==> config.mk <==
export PLATFORM = sky130hd
export DESIGN_NAME = cam_capture
export DESIGN_NICKNAME = d
export VERILOG_FILES = /design/src/rtl/cam_cap_pkg.sv /design/src/rtl/cam_pclk_sampler.sv /design/src/rtl/cam_frame_ctrl.sv /design/src/rtl/cam_word_packer.sv /design/src/rtl/cam_capture.sv
export SDC_FILE = /design/constraint.sdc
export NUM_CORES = 1
export LEC_CHECK = 0
export BUFFER_PORTS_ARGS = -buffer_cell sky130_fd_sc_hd__buf_2
export CORE_ASPECT_RATIO = 0.8
export CORE_MARGIN = 5
export CORE_UTILIZATION = 52
export CTS_CLUSTER_SIZE = 30
export DETAILED_ROUTE_END_ITERATION = 16
export GPL_ROUTABILITY_DRIVEN = 0
export PLACE_DENSITY = 0.77
export RECOVER_POWER = 100
export SLEW_MARGIN = 20
export SYNTH_ARGS = -nofsm -noshare
export SYNTH_HDL_FRONTEND = slang
export SYNTH_HIERARCHICAL = 1
export SYNTH_SLANG_ARGS = --single-unit
==> constraint.sdc <==
create_clock -name clk -period 3.9 [get_ports clk]
set_input_delay 0.78 -clock clk [delete_from_list [all_inputs] [get_ports clk]]
set_output_delay 0.78 -clock clk [all_outputs]
set_load 0.05 [all_outputs]
==> src/rtl/cam_cap_pkg.sv <==
package cam_cap_pkg;
    localparam int unsigned PIX_W = 8;

    // sampled sensor pins
    typedef struct packed {
        logic             vs;
        logic             hs;
        logic [PIX_W-1:0] d;
    } cam_pins_t;

    // static configuration
    typedef struct packed {
        logic vs_pol;
        logic hs_pol;
        logic pclk_rise;
        logic jpeg;
        logic crop_en;
        logic snapshot;
    } cam_cfg_t;

    // one accepted byte
    typedef struct packed {
        logic             valid;
        logic [PIX_W-1:0] d;
    } cam_byte_t;

    function automatic logic at_blank(input logic pin, input logic pol);
        return pin == pol;
    endfunction
endpackage

==> src/rtl/cam_pclk_sampler.sv <==
module cam_pclk_sampler
    import cam_cap_pkg::*;
(
    input  logic      clk,
    input  logic      rst,
    input  logic      pclk,
    input  cam_pins_t pins,
    input  logic      rise_sel,
    output logic      strobe,
    output cam_pins_t sample
);
    cam_pins_t pins_q;
    logic      pclk_q;
    logic      pclk_qq;

    always_ff @(posedge clk) begin
        if (rst) begin
            pins_q  <= '0;
            pclk_q  <= 1'b0;
            pclk_qq <= 1'b0;
        end else begin
            pins_q  <= pins;
            pclk_q  <= pclk;
            pclk_qq <= pclk_q;
        end
    end

    always_comb begin
        if (rise_sel) strobe = pclk_q & ~pclk_qq;
        else          strobe = ~pclk_q & pclk_qq;
        sample = pins_q;
    end
endmodule

==> src/rtl/cam_frame_ctrl.sv <==
module cam_frame_ctrl
    import cam_cap_pkg::*;
#(
    parameter int unsigned CNT_W = 12
) (
    input  logic             clk,
    input  logic             rst,
    input  logic             strobe,
    input  cam_pins_t        sample,
    input  cam_cfg_t         cfg,
    input  logic [CNT_W-1:0] win_col,
    input  logic [CNT_W-1:0] win_line,
    input  logic [CNT_W-1:0] win_w,
    input  logic [CNT_W-1:0] win_h,
    input  logic             en_set,
    input  logic             en_clr,
    output cam_byte_t        byte_o,
    output logic             sof,
    output logic             eof,
    output logic             en_q
);
    localparam logic [CNT_W-1:0] CNT_MAX = '1;

    logic             vsb_q, hsb_q, grabbing;
    logic [CNT_W-1:0] col, line;
    logic             vs_b, hs_b, fs, fe, cap_now, in_win, take;
    logic [CNT_W-1:0] cur_col, cur_line;

    function automatic logic in_span(input logic [CNT_W-1:0] pos,
                                     input logic [CNT_W-1:0] start,
                                     input logic [CNT_W-1:0] len);
        logic [CNT_W:0] stop;
        stop = {1'b0, start} + {1'b0, len};
        return (pos >= start) && ({1'b0, pos} < stop);
    endfunction

    always_comb begin
        vs_b     = at_blank(sample.vs, cfg.vs_pol);
        hs_b     = at_blank(sample.hs, cfg.hs_pol);
        fs       = strobe & vsb_q & ~vs_b;
        fe       = strobe & ~vsb_q & vs_b;
        cur_col  = fs ? '0 : col;
        cur_line = fs ? '0 : line;
        cap_now  = fs ? en_q : grabbing;
        in_win   = cfg.jpeg | ~cfg.crop_en |
                   (in_span(cur_col, win_col, win_w) & in_span(cur_line, win_line, win_h));
        take     = strobe & ~vs_b & ~hs_b & cap_now & in_win;
    end

    always_ff @(posedge clk) begin
        if (rst) begin
            vsb_q    <= 1'b1;
            hsb_q    <= 1'b1;
            grabbing <= 1'b0;
            col      <= '0;
            line     <= '0;
            en_q     <= 1'b0;
            sof      <= 1'b0;
            eof      <= 1'b0;
            byte_o   <= '0;
        end else begin
            sof          <= fs;
            eof          <= fe;
            byte_o.valid <= take;
            if (take) byte_o.d <= sample.d;
            if (strobe) begin
                vsb_q <= vs_b;
                hsb_q <= hs_b;
                if (fs) begin
                    line     <= '0;
                    col      <= hs_b ? '0 : CNT_W'(1);
                    grabbing <= en_q;
                end else if (!vs_b) begin
                    if (hs_b) begin
                        col <= '0;
                        if (!hsb_q && line != CNT_MAX) line <= line + 1'b1;
                    end else if (col != CNT_MAX) begin
                        col <= col + 1'b1;
                    end
                end
                if (fe) grabbing <= 1'b0;
            end
            if (en_clr)                              en_q <= 1'b0;
            else if (en_set)                         en_q <= 1'b1;
            else if (fe && grabbing && cfg.snapshot) en_q <= 1'b0;
        end
    end
endmodule

==> src/rtl/cam_word_packer.sv <==
module cam_word_packer
    import cam_cap_pkg::*;
#(
    parameter int unsigned WORD_BYTES = 4,
    localparam int unsigned WORD_W = WORD_BYTES * PIX_W,
    localparam int unsigned IDX_W  = (WORD_BYTES > 1) ? $clog2(WORD_BYTES) : 1
) (
    input  logic              clk,
    input  logic              rst,
    input  cam_byte_t         byte_i,
    input  logic              sof,
    input  logic              ovr_clr,
    input  logic              out_ready,
    output logic              out_valid,
    output logic [WORD_W-1:0] out_data,
    output logic              overrun
);
    localparam logic [IDX_W-1:0] LAST = IDX_W'(WORD_BYTES - 1);

    logic [WORD_W-1:0] acc_q, acc_next;
    logic [IDX_W-1:0]  idx_q, idx_eff;
    logic              full, lost;

    always_comb begin
        idx_eff  = sof ? '0 : idx_q;
        acc_next = acc_q;
        for (int b = 0; b < WORD_BYTES; b++) begin
            if (idx_eff == IDX_W'(b)) acc_next[b*PIX_W +: PIX_W] = byte_i.d;
        end
        full = byte_i.valid && (idx_eff == LAST);
        lost = full && out_valid && !out_ready;
    end

    always_ff @(posedge clk) begin
        if (rst) begin
            acc_q     <= '0;
            idx_q     <= '0;
            out_valid <= 1'b0;
            out_data  <= '0;
            overrun   <= 1'b0;
        end else begin
            if (out_valid && out_ready) out_valid <= 1'b0;
            if (sof) idx_q <= '0;
            if (byte_i.valid) begin
                if (full) begin
                    idx_q <= '0;
                    if (!lost) begin
                        out_data  <= acc_next;
                        out_valid <= 1'b1;
                    end
                end else begin
                    acc_q <= acc_next;
                    idx_q <= idx_eff + 1'b1;
                end
            end
            if (ovr_clr) overrun <= 1'b0;
            if (lost)    overrun <= 1'b1;
        end
    end
endmodule

==> src/rtl/cam_capture.sv <==
module cam_capture
    import cam_cap_pkg::*;
#(
    parameter int unsigned CNT_W      = 12,
    parameter int unsigned WORD_BYTES = 4,
    localparam int unsigned WORD_W = WORD_BYTES * PIX_W
) (
    input  logic              clk,
    input  logic              rst,
    input  logic              pclk,
    input  logic              cam_vsync,
    input  logic              cam_hsync,
    input  logic [PIX_W-1:0]  cam_data,
    input  logic              cfg_vs_pol,
    input  logic              cfg_hs_pol,
    input  logic              cfg_pclk_rise,
    input  logic              cfg_jpeg,
    input  logic              cfg_crop_en,
    input  logic              cfg_snapshot,
    input  logic [CNT_W-1:0]  crop_col,
    input  logic [CNT_W-1:0]  crop_line,
    input  logic [CNT_W-1:0]  crop_width,
    input  logic [CNT_W-1:0]  crop_height,
    input  logic              cap_set,
    input  logic              cap_clr,
    output logic              cap_en,
    output logic              frame_start,
    output logic              frame_end,
    output logic              out_valid,
    input  logic              out_ready,
    output logic [WORD_W-1:0] out_data,
    output logic              overrun
);
    cam_cfg_t  cfg;
    cam_pins_t pins, sample;
    cam_byte_t byte_s;
    logic      strobe;

    always_comb begin
        cfg.vs_pol    = cfg_vs_pol;
        cfg.hs_pol    = cfg_hs_pol;
        cfg.pclk_rise = cfg_pclk_rise;
        cfg.jpeg      = cfg_jpeg;
        cfg.crop_en   = cfg_crop_en;
        cfg.snapshot  = cfg_snapshot;
        pins.vs       = cam_vsync;
        pins.hs       = cam_hsync;
        pins.d        = cam_data;
    end

    cam_pclk_sampler u_sampler (
        .clk(clk), .rst(rst), .pclk(pclk), .pins(pins),
        .rise_sel(cfg.pclk_rise), .strobe(strobe), .sample(sample)
    );

    cam_frame_ctrl #(.CNT_W(CNT_W)) u_frame (
        .clk(clk), .rst(rst), .strobe(strobe), .sample(sample), .cfg(cfg),
        .win_col(crop_col), .win_line(crop_line), .win_w(crop_width), .win_h(crop_height),
        .en_set(cap_set), .en_clr(cap_clr), .byte_o(byte_s),
        .sof(frame_start), .eof(frame_end), .en_q(cap_en)
    );

    cam_word_packer #(.WORD_BYTES(WORD_BYTES)) u_pack (
        .clk(clk), .rst(rst), .byte_i(byte_s), .sof(frame_start), .ovr_clr(cap_set),
        .out_ready(out_ready), .out_valid(out_valid), .out_data(out_data), .overrun(overrun)
    );
endmodule

==> key figures <==
Synth
  – Mapped Nets: 930
  – Top_reg_cell synth: dfxtp_1
  – Netlist cell types: 70
  – Top cell type's share of synthesized area: 0.312
  – Number of synthesized flops with an enable pin: 0
  – Largest cells by area after synthesis: dfxtp_1 31%, ha_1 13%, mux2i_1 8.0%
  – Syn_area_per_cell: 9.11 sq um
  – Gate Count Post-Synth: 782
  – Sequential fraction of the synthesis area: 0.312
  – Syn. warnings: 6
  – Synthesized flop and latch total: 111
  – Async SR Flop Fraction: 0
  – Area leader, netlist: dfxtp_1
  – Synth Cell Area: 0.00713 sq mm

Global routing
  – Initial antenna violation count: 0
  – Gr ovfl total: 0
  – GRT Resource Usage Total: 0.195
  – Vias in the first global route: 5561
  – First-pass GRT wire length: 26.4 mm
  – Largest net degree at the start of global routing: 58

Finish
  – # diodes: 0
  – Commonest non-fill, non-tap cells in the layout: 111 x dfxtp_1, 76 x ha_1, 75 x a21oi_1, 67 x buf_2, 66 x nor2_1
  – Final Instance Area: 0.00805 sq mm
  – # nets final: 1041
  – # fillers: 1259
  – Area growth syn-to-layout: 12.9%
  – Fin cells: 1078
  – Fraction of layout cells with a size suffix above 1: 0.165
  – Most common cell after layout, fill and taps aside: dfxtp_1

Place
  – PortBufs: 106
  – Placed Instances: 1062
  – Final HPWL DP: 11.8 mm
  – Post-DP Area: 0.00787 sq mm

Run status
  – Failing checks: max-capacitance violations, max-slew violations
  – Outcome: finished with violations

Worst setup path
  – R2R Setup Slk: 0.46 ns
  – Critical Path RT: 4.17 ns
  – Worst Path Max Fanout: 9
  – Setup crit start kind: primary input
  – Critical path capture point type: flip-flop
  – Critical Setup Path Class: primary input to flip-flop
  – Critical Path AT: 3.93 ns

Floorplan
  – Chip width: 141 um
  – Die area: 0.0162 sq mm
  – Row cnt: 38
  – Starting density of the core: 0.528
  – Core area: 0.0135 sq mm
  – Top Ports: 107
  – Die H: 115 um

Drt
  – Drt pass-1 iters: 5
  – Routed wire length: 15.6 mm
  – Final ANT Viol Nets: 0
  – Vias: 5851
  – DR iter-0 viols: 410
  – WL per Instance: 14.5 um
  – Remaining DRCs: 0
  – Avg Vias per Cell: 5.43

CTS
  – Hold bufs inserted after CTS: 0
  – CTS tree: built
  – Clk sink count: 111
  – Post-CTS Setup Bufs: 0
  – Worst-Skew Late Latency: 0.34 ns
  – Root Driver: clkbuf_16
  – H-tree depth: 3
  – Clk slew on worst S/H paths: 0.07 ns
  – CTS buffer count: 9
  – Clk buf depth: 2

Timing
  – Hold WS: 0.472 ns
  – Worst slew margin: -0.663
  – RSZ-0062 raised after global routing: no
  – Setup Viol. Count Final: 0
  – Worst Skew: 0.00818 ns
  – Crit path time final: 3.66 ns
  – Max Freq: 274 MHz
  – Crit share post-route: 0.937
  – Slew @ Worst Pin: 2.49 ns
  – Final Hold Viols: 0
  – Max Slew Vio Count: 58
  – Setup TNS: 0 ns

Power and ir drop
  – Power Density: 314 mW/mm^2
  – Max rail drop VDD: 269 uV
  – Lkg Pwr: 0.00358 uW
  – Overall power: 2530 uW

Min path
  – Hold crit path type: flip-flop to flip-flop

Job
  – Max Cap Viol: 1
metal layers:
layer	up-vias	wire length, um	GRT usage
met3	8	638	0.0317
li1	3001	-	-
met4	0	115	0.0329
met1	2745	7720	0.281
met2	97	7110	0.314
met5	-	0	0
Yosys cell counts, types with 8 or more instances:
cell type / number
nor2_1: 66
nor2b_1: 13
buf_2: 9
a211oi_2: 22
clkbuf_1: 10
buf_4: 8
ha_1: 76
inv_1: 41
and2_1: 20
nand2b_1: 26
nor3_1: 10
nand2_1: 18
xnor2_1: 16
o21ai_0: 31
nand3b_1: 8
a21o_1: 14
mux2i_1: 57
xor2_1: 14
nor2b_2: 10
dfxtp_1: 111
a21oi_1: 76
nand3_1: 19
layout make-up:
| cell class | count | area, sq um | share of cell area |
|---|---|---|---|
| well taps | 180 | 225 | 0.0280 |
| multi-input cells | 589 | 4360 | 0.541 |
| repair buffers | 141 | 761 | 0.0945 |
| flip-flops and latches | 111 | 2220 | 0.276 |
| inverters | 41 | 154 | 0.0191 |
| clock inverters | 6 | 91.3 | 0.0113 |
| clock buffers | 10 | 239 | 0.0297 |
power by group:
part	total, uW	leakage (uW)	internal, uW	switching [uW]
clock network	995	0.000163	584	411
logic	383	0.00252	180	203
registers	1150	0.000897	1140	6.19
total	2530	0.00358	1910	621
worst max-delay path: stages:
cell and delay, ns:
buf_2 0.11, ha_1 0.28, a21o_1 0.17, a21oi_1 0.21, o21bai_1 0.12, a311o_1 0.38
a21o_1 0.17, clkbuf_4 0.13, a221oi_1 0.29, xor2_1 0.12, ha_1 0.20, a2111oi_1 0.32
and4b_1 0.29, buf_12 0.15, mux2i_1 0.19
stage by stage:
| step | util | setup WS, ns |
|---|---|---|
| after floorplan | - | 0.227 |
| after CTS | 0.607 | 0.132 |
| final | 0.596 | 0.244 |
| after global routing | 0.596 | 0.0398 |
| after global placement | 0.583 | -0.160 |
| after detailed placement | 0.583 | -0.208 |
cells by family after synthesis:
logic type,share of synthesized area
AO/OA/AOI/OAI,0.191
buffers and inverters,0.0644
flip-flops,0.312
adder cells (fa/ha/maj),0.139
multiplexers,0.0801
XOR/XNOR,0.0392
AND/OR/NAND/NOR,0.175
sequential cells by signal (all words and copies together), names as in the netlist, 2 cells and up:
| register | flops |
|---|---|
| u_pack/idx_q | 2 |
| u_frame/line | 12 |
| u_pack/acc_q | 24 |
| u_frame/col | 12 |
| u_pack/out_data | 32 |
| u_sampler/sample | 10 |
| u_frame/byte_o | 9 |
final timing paths:
kind / from / end / cells past startpoint
min: u_sampler/sample[0] / u_frame/byte_o[0] / 2
max: crop_line[1] / u_frame/byte_o[4] / 15
min reg2reg: u_sampler/sample[0] / u_frame/byte_o[0] / 2
max reg2reg: u_sampler/pclk_q / u_frame/byte_o[8] / 14
what timing repair did:
action | CTS | global route
gates resized for setup | 0 | 6
endpoints found under the hold margin | 0 | 0
endpoints found under the setup margin | 0 | 9
Power figures use the tool's default switching activity.
